`src/rtl/walk_pkg.sv`:
```
package walk_pkg;
    localparam int WORD_W    = 32;
    localparam int PTR_SHIFT = 4;
    localparam int PA_W      = WORD_W + PTR_SHIFT;
    localparam int VA_W      = 32;

    // level index fields of the virtual address
    localparam int L1_SHIFT = 24;
    localparam int L1_BITS  = 8;
    localparam int L2_SHIFT = 18;
    localparam int L2_BITS  = 6;
    localparam int L3_SHIFT = 12;
    localparam int L3_BITS  = 6;

    localparam logic [PA_W-1:0] PTR_MASK = PA_W'(32'hFFFF_FFF0);

    typedef enum logic [1:0] {
        ET_INVALID  = 2'd0,
        ET_POINTER  = 2'd1,
        ET_LEAF     = 2'd2,
        ET_RESERVED = 2'd3
    } etype_e;

    typedef enum logic [1:0] {
        LV_CTX     = 2'd0,
        LV_REGION  = 2'd1,
        LV_SEGMENT = 2'd2,
        LV_PAGE    = 2'd3
    } level_e;

    typedef enum logic [1:0] {
        ST_IDLE,
        ST_ISSUE,
        ST_WAIT,
        ST_RESP
    } wstate_e;

    typedef enum logic [1:0] {
        ACT_DESCEND,
        ACT_FINISH,
        ACT_FAULT
    } act_e;

    typedef struct packed {
        act_e            act;
        logic [PA_W-1:0] next_base;
    } decode_t;

    // rebuild a physical table address from its compressed form
    function automatic logic [PA_W-1:0] expand_ptr(input logic [WORD_W-1:0] w);
        return (PA_W'(w) & PTR_MASK) << PTR_SHIFT;
    endfunction
endpackage

```
`src/rtl/walk_index.sv`:
```
module walk_index
    import walk_pkg::*;
#(
    parameter int CTX_W = 16
) (
    input  level_e              level,
    input  logic [VA_W-1:0]     vaddr,
    input  logic [CTX_W-1:0]    ctx,
    input  logic [PA_W-1:0]     base,
    output logic [PA_W-1:0]     addr
);
    localparam logic [PA_W-1:0] L1_MASK = PA_W'((1 << L1_BITS) - 1);
    localparam logic [PA_W-1:0] L2_MASK = PA_W'((1 << L2_BITS) - 1);
    localparam logic [PA_W-1:0] L3_MASK = PA_W'((1 << L3_BITS) - 1);

    logic [PA_W-1:0] idx;

    always_comb begin
        unique case (level)
            LV_CTX:     idx = PA_W'(ctx);
            LV_REGION:  idx = PA_W'(vaddr >> L1_SHIFT) & L1_MASK;
            LV_SEGMENT: idx = PA_W'(vaddr >> L2_SHIFT) & L2_MASK;
            default:    idx = PA_W'(vaddr >> L3_SHIFT) & L3_MASK;
        endcase
        addr = base + (idx << 2);
    end
endmodule

```
`src/rtl/walk_decode.sv`:
```
module walk_decode
    import walk_pkg::*;
(
    input  logic [WORD_W-1:0] word,
    input  level_e            level,
    output decode_t           dec
);
    etype_e et;

    always_comb begin
        et            = etype_e'(word[1:0]);
        dec.next_base = expand_ptr(word);
        unique case (et)
            ET_POINTER: dec.act = (level == LV_PAGE) ? ACT_FAULT : ACT_DESCEND;
            ET_LEAF:    dec.act = (level == LV_CTX)  ? ACT_FAULT : ACT_FINISH;
            default:    dec.act = ACT_FAULT;
        endcase
    end
endmodule

```
`src/rtl/ptw_walker.sv`:
```
module ptw_walker
    import walk_pkg::*;
#(
    parameter int CTX_W = 16
) (
    input  logic                clk,
    input  logic                rst,
    input  logic                cfg_root_we,
    input  logic [WORD_W-1:0]   cfg_root_data,
    input  logic                req_valid,
    output logic                req_ready,
    input  logic [VA_W-1:0]     req_vaddr,
    input  logic [CTX_W-1:0]    req_ctx,
    output logic                mem_rd_valid,
    input  logic                mem_rd_ready,
    output logic [PA_W-1:0]     mem_rd_addr,
    input  logic                mem_rsp_valid,
    output logic                mem_rsp_ready,
    input  logic [WORD_W-1:0]   mem_rsp_data,
    output logic                rsp_valid,
    input  logic                rsp_ready,
    output logic [WORD_W-1:0]   rsp_entry,
    output logic [1:0]          rsp_level,
    output logic                rsp_fault
);
    wstate_e           state;
    level_e            level_q;
    logic [PA_W-1:0]   tbase_q;
    logic [VA_W-1:0]   va_q;
    logic [CTX_W-1:0]  ctx_q;
    logic [WORD_W-1:0] root_q;
    logic [WORD_W-1:0] entry_q;
    logic              fault_q;
    decode_t           dec;

    walk_index #(.CTX_W(CTX_W)) u_index (
        .level (level_q),
        .vaddr (va_q),
        .ctx   (ctx_q),
        .base  (tbase_q),
        .addr  (mem_rd_addr)
    );

    walk_decode u_decode (
        .word  (mem_rsp_data),
        .level (level_q),
        .dec   (dec)
    );

    always_ff @(posedge clk) begin
        if (rst) begin
            root_q <= '0;
        end else if (cfg_root_we) begin
            root_q <= cfg_root_data;
        end
    end

    always_ff @(posedge clk) begin
        if (rst) begin
            state   <= ST_IDLE;
            level_q <= LV_CTX;
            tbase_q <= '0;
            va_q    <= '0;
            ctx_q   <= '0;
            entry_q <= '0;
            fault_q <= 1'b0;
        end else begin
            unique case (state)
                ST_IDLE: if (req_valid) begin
                    va_q    <= req_vaddr;
                    ctx_q   <= req_ctx;
                    level_q <= LV_CTX;
                    tbase_q <= expand_ptr(root_q);
                    state   <= ST_ISSUE;
                end
                ST_ISSUE: if (mem_rd_ready) begin
                    state <= ST_WAIT;
                end
                ST_WAIT: if (mem_rsp_valid) begin
                    unique case (dec.act)
                        ACT_DESCEND: begin
                            tbase_q <= dec.next_base;
                            level_q <= level_e'(level_q + 2'd1);
                            state   <= ST_ISSUE;
                        end
                        ACT_FINISH: begin
                            entry_q <= mem_rsp_data;
                            fault_q <= 1'b0;
                            state   <= ST_RESP;
                        end
                        default: begin
                            entry_q <= mem_rsp_data;
                            fault_q <= 1'b1;
                            state   <= ST_RESP;
                        end
                    endcase
                end
                default: if (rsp_ready) begin
                    state <= ST_IDLE;
                end
            endcase
        end
    end

    assign req_ready     = (state == ST_IDLE);
    assign mem_rd_valid  = (state == ST_ISSUE);
    assign mem_rsp_ready = (state == ST_WAIT);
    assign rsp_valid     = (state == ST_RESP);
    assign rsp_entry     = entry_q;
    assign rsp_level     = level_q;
    assign rsp_fault     = fault_q;

    // read request held with a stable address until accepted
    assert_rd_hold_R8: assert property (@(posedge clk) disable iff (rst)
        mem_rd_valid && !mem_rd_ready |=> mem_rd_valid && $stable(mem_rd_addr));

    // accepted read is never followed directly by another request
    assert_one_outstanding_R8: assert property (@(posedge clk) disable iff (rst)
        mem_rd_valid && mem_rd_ready |=> !mem_rd_valid);

    // response fields stay put while the consumer stalls
    assert_rsp_hold_R9: assert property (@(posedge clk) disable iff (rst)
        rsp_valid && !rsp_ready |=> rsp_valid && $stable(rsp_entry)
                                    && $stable(rsp_level) && $stable(rsp_fault));

    // idle again right after the response is taken
    assert_rsp_to_idle_R9: assert property (@(posedge clk) disable iff (rst)
        rsp_valid && rsp_ready |=> req_ready);

    // a successful walk ends on a final entry at level 1..3
    assert_leaf_ok_R4: assert property (@(posedge clk) disable iff (rst)
        rsp_valid && !rsp_fault |-> rsp_level != 2'd0 && rsp_entry[1:0] == 2'b10);

    // a pointer can only be the fault cause at the last level
    assert_ptr_fault_R7: assert property (@(posedge clk) disable iff (rst)
        rsp_valid && rsp_fault && rsp_entry[1:0] == 2'b01 |-> rsp_level == 2'd3);

    // no request accepted while busy
    assert_busy_R10: assert property (@(posedge clk) disable iff (rst)
        mem_rd_valid || mem_rsp_ready || rsp_valid |-> !req_ready);
endmodule

```
`config.mk`:
```
export PLATFORM = sky130hd
export DESIGN_NAME = ptw_walker
export DESIGN_NICKNAME = d
export VERILOG_FILES = /design/src/rtl/walk_pkg.sv /design/src/rtl/walk_index.sv /design/src/rtl/walk_decode.sv /design/src/rtl/ptw_walker.sv
export SDC_FILE = /design/constraint.sdc
export NUM_CORES = 1
export LEC_CHECK = 0
export ABC_AREA = 1
export CAP_MARGIN = 20
export CELL_PAD_IN_SITES_DETAIL_PLACEMENT = 1
export CELL_PAD_IN_SITES_GLOBAL_PLACEMENT = 2
export CORE_MARGIN = 10
export CORE_UTILIZATION = 26
export DETAILED_ROUTE_END_ITERATION = 16
export GPL_TIMING_DRIVEN = 0
export PLACE_DENSITY = 0.87
export REMOVE_ABC_BUFFERS = 1
export SYNTH_ARGS = -nofsm -noshare
export SYNTH_HDL_FRONTEND = slang
export SYNTH_HIERARCHICAL = 1
export SYNTH_SLANG_ARGS = --single-unit
export TNS_END_PERCENT = 20
```
`constraint.sdc`:
```
create_clock -name clk -period 3.2 [get_ports clk]
set_input_delay 0.64 -clock clk [delete_from_list [all_inputs] [get_ports clk]]
set_output_delay 0.64 -clock clk [all_outputs]
set_load 0.03 [all_outputs]
```
Word-level counts from Yosys, hierarchy flattened
Index checks and enable logic that the tools add are counted.
- bits in registers: 153
- output and inout bits: 75
- logic and storage cells: 52
- $add $sub $neg: 2
- eq/ne operators: 13
- reductions and logical operators: 9
- bitwise logic cells: 1
- mux-type cells: 19
- operators with widths (cell ; number):
    2-to-1 mux 36 bit ; 3
    case mux 36 bit (2 select lines) ; 1
    case mux 16 bit (3 select lines) ; 1
    adder 36 x 18 -> 36 bit ; 1
    2-to-1 mux 2 bit ; 10
    == test 2 bit, second input constant ; 5
    == test 2 x 1 -> 1 bit, second input constant ; 4
    case mux 2 bit (2 select lines) ; 2
    AND reduction 4 bit ; 2
    zero test 2 bit ; 3
    case mux 2 bit (3 select lines) ; 1
    inequality test 2 x 1 -> 1 bit, second input constant ; 2
    inequality test 2 bit, second input constant ; 2
    nonzero test 4 bit ; 1
    AND reduction 3 bit ; 1
    adder 2 x 1 -> 2 bit, second input constant ; 1
    case mux 1 bit (2 select lines) ; 1
    AND reduction 2 bit ; 1
    nonzero test 2 bit ; 1
    inverter 1 bit ; 1

Depth between registers and ports, before layout
- depth in word-level cells: 7
- mapped depth: 20

Cells and area by module
Netlist, hierarchy kept.
- modules (own cells, without submodules) (module ; instances ; area an instance (µm²) ; cells each):
    ptw_walker ; 1 ; 5859.4 ; 842
    walk_index ; 1 ; 2073.2 ; 425
    walk_decode ; 1 ; 342.8 ; 48

Worst setup path after synthesis
No wires, ideal clock.
- path kind: register to output
- from: register level_q[0], in the netlist rsp_level[0]
- to: output mem_rd_addr[18]
- setup slack: -0.273 ns
- stages on the path, launching flop included: 17
- path buffers: 1
- data arrival time: 2.833 ns
- path through: dfxtp_1 -> buf_2 -> inv_1 -> nor2_1 -> nand2_1 -> nand3_1 -> o21ai_0 -> inv_1 -> ha_1 -> fa_1 -> nand2_1 -> o21ai_2 -> nand2_1 -> nand2_1 -> nand2_1 -> nand2_2 -> xor2_1
- cells in the longest elaborated chain, start to end: 3
- elaborated cells between the ends (all ways): 5
- classes of those cells: add/sub (1); eq/ne (2); mux (1); reduce/logical (1)
- ends and longest elaborated chain (what ; RTL line ; text):
    from (decl) ; ptw_walker.sv:27 ; level_e level_q;
    from (signal assigned) ; ptw_walker.sv:83 ; level_q <= level_e'(level_q + 2'd1);
    == test 2 bit, or another cell as far along ; walk_index.sv:19 ; unique case (level)
    case mux 16 bit (3 select lines) (*) ; walk_index.sv:19 ;
    adder 36 x 18 -> 36 bit (*) ; walk_index.sv:25 ; addr = base + (idx << 2);
    to (decl) ; ptw_walker.sv:16 ; output logic [PA_W-1:0] mem_rd_addr,
Every way passes the cells marked *; elsewhere a longest branch is shown, timed or not.

Final worst setup path
- from: register level_q[0], in the netlist rsp_level[0]
- to: output mem_rd_addr[24]
The elaborated chain is that of the path after synthesis.

==> flow_metrics.env <==
export IMPL_rsz0062_at_grt="yes"
export IMPL_hold_viol=0
export IMPL_outcome="finished, violations left"
export IMPL_syn_area_um2=7880
export IMPL_dp_hpwl_mm=20.6
export IMPL_clock_sinks=137
export IMPL_cts_tree="done"
export IMPL_min_path_type="register to register"
export IMPL_drive_gt1_share_pct=16.2
export IMPL_worstPathArrival_ns=2.83
export IMPL_ios=194
export IMPL_wl_mm=27.9
export IMPL_viasPerCell=4.40
export IMPL_grt_pass1_vias=8291
export IMPL_ff2ff_setup_slack_ns=0.32
export IMPL_period_share_pct=108
export IMPL_area_growth_pct=39.5
export IMPL_antenna_found_initial=5
export IMPL_io_buffers=177
export IMPL_insertion_delay_ns=0.44
export IMPL_start_util_pct=26.4
export IMPL_core_area_um2=29800
export IMPL_die_h_um=194
export IMPL_cts_hold_buf=0
export IMPL_die_area_um2=37700
export IMPL_violations="negative setup slack"
export IMPL_synth_yosys_warnings=6
export IMPL_firstDrtPassIters=4
export IMPL_cts_root_buf="clkbuf_16"
export IMPL_critical_path_class="register to output port"
export IMPL_fin_tns_setup_ns=-4.03
export IMPL_die_x_um=194
export IMPL_instances_no_fill=1806
export IMPL_remaining_drc_errors=0
export IMPL_slew_violations=0
export IMPL_cts_buffer_depth=2
export IMPL_ant_nets=0
export IMPL_dp_cells=1753
export IMPL_grt_max_degree=94
export IMPL_drt_iter0_drc=265
export IMPL_num_nets_final=1539
export IMPL_grt_total_usage_pct=14.6
export IMPL_grt_overflow_total=0
export IMPL_fmax_ghz=0.288
export IMPL_p_per_area_nw_per_um2=772
export IMPL_whs_ns=0.454
export IMPL_crit_fanout=6
export IMPL_skew_ns=0.0164
export IMPL_clk_pin_slew_ns=0.07
export IMPL_synthCells=1265
export IMPL_p_leak_uw=0.00516
export IMPL_grt_pass1_wl_mm=44.7
export IMPL_vias=7940
export IMPL_cts_htree_levels=4
export IMPL_gp_congestion=0.808
export IMPL_synth_area_per_cell_um2=6.23
export IMPL_wire_per_inst_um=15.5
export IMPL_fin_crit_ns=3.47
export IMPL_cp_required_ns=2.56
export IMPL_endpoint_kind="output port"
export IMPL_startpoint_type="register"
export IMPL_tritoncts_num_buffers=17
export IMPL_worstMarginPinSlew_ns=0.985
export IMPL_placementRows=63
export IMPL_setup_viol=29
export IMPL_slew_headroom_pct=34.2
export IMPL_maxCapViolations=0
export IMPL_vdd_drop_max_mv=0.376
export IMPL_fin_ws_ns=-0.267
area by class of cell:
cell class | instances | area (um2)
Fill cell | 3743 | 18800
Multi-Input combinational cell | 905 | 4550
Sequential cell | 137 | 2750
Timing Repair Buffer | 201 | 2050
Inverter | 139 | 542
Tap cell | 390 | 488
Clock buffer | 17 | 425
Clock inverter | 15 | 180
Antenna cell | 2 | 5.00
sequential cells by signal, indices dropped and copies added (netlist names):
signal	cells
va_q	20
rsp_fault	1
rsp_level	2
ctx_q	16
rsp_entry	32
root_q	28
state	2
tbase_q	36
layer usage:
metal | track usage (%) | part of all wire, % | up-vias
met5 | 0 | 0.17 | -
met4 | 3.49 | 1.5 | 6
met3 | 3.92 | 4.2 | 29
met2 | 25.2 | 49 | 102
met1 | 17.4 | 45 | 3704
li1 | - | - | 4099
power breakdown:
part | internal [uW] | switching, uW | leakage [uW]
combinational | 1520 | 2510 | 0.00374
sequential | 2050 | 304 | 0.00113
clock | 1180 | 924 | 0.000289
total | 4750 | 3740 | 0.00516
cell usage in the layout (no fill, tap or decap), types with 8 or more instances in the layout:
cell type,count
nand2_1,295
nor2_1,284
clkdlybuf4s50_1,144
dfxtp_1,135
inv_1,120
o21ai_0,90
nand2_2,41
nand3_1,33
buf_4,27
o21ai_1,25
buf_6,24
clkbuf_16,17
nand2_4,13
inv_2,11
a21oi_1,11
nand3_2,11
xor2_1,11
nor2_4,8
ha_1,8
conb_1,8
a21oi_2,8
path summary, 6_finish.rpt:
check                          to  depth (start not counted)    startpoint
hold reg to reg        root_q[29]                          2    root_q[29]
setup / recovery  mem_rd_addr[24]                         20  rsp_level[0]
hold / removal         root_q[29]                          2    root_q[29]
setup reg to reg    rsp_entry[14]                          8      state[1]
metrics by stage:
step | total power [uW] | setup slack (ns) | util, % | cell area, um2
finish | 8480 | -0.267 | 36.9 | 11000
global route | 9110 | -0.427 | 36.9 | 11000
CTS | 8430 | -0.252 | 36.0 | 10700
detailed placement | 5990 | -1.36 | 32.7 | 9730
global placement | 5910 | -1.79 | 32.2 | 9590
floorplan | 4470 | -0.200 | - | 7330
what timing repair did:
item / in CTS / in global routing
resized for setup: 291 / 76
setup endpoints to repair: 67 / 66
pin swaps: 39 / 39
buffers inserted: 15 / 5
critical path: stages, from the launching register on:
cell      delay, ns
dfxtp_4        0.40
inv_4          0.07
nor2_4         0.04
buf_6          0.13
buf_6          0.11
nand2_1        0.06
nand3_2        0.06
o21ai_2        0.09
inv_2          0.07
fa_2           0.39
nand2_4        0.11
nand3_2        0.07
nand3b_1       0.12
nand2_2        0.10
nand2_2        0.09
nand2_4        0.08
nand2_4        0.09
nand2_2        0.06
nand2_2        0.06
nand2_2        0.05
buf_6          0.13
No activity file was read; power rests on OpenSTA's default activity.
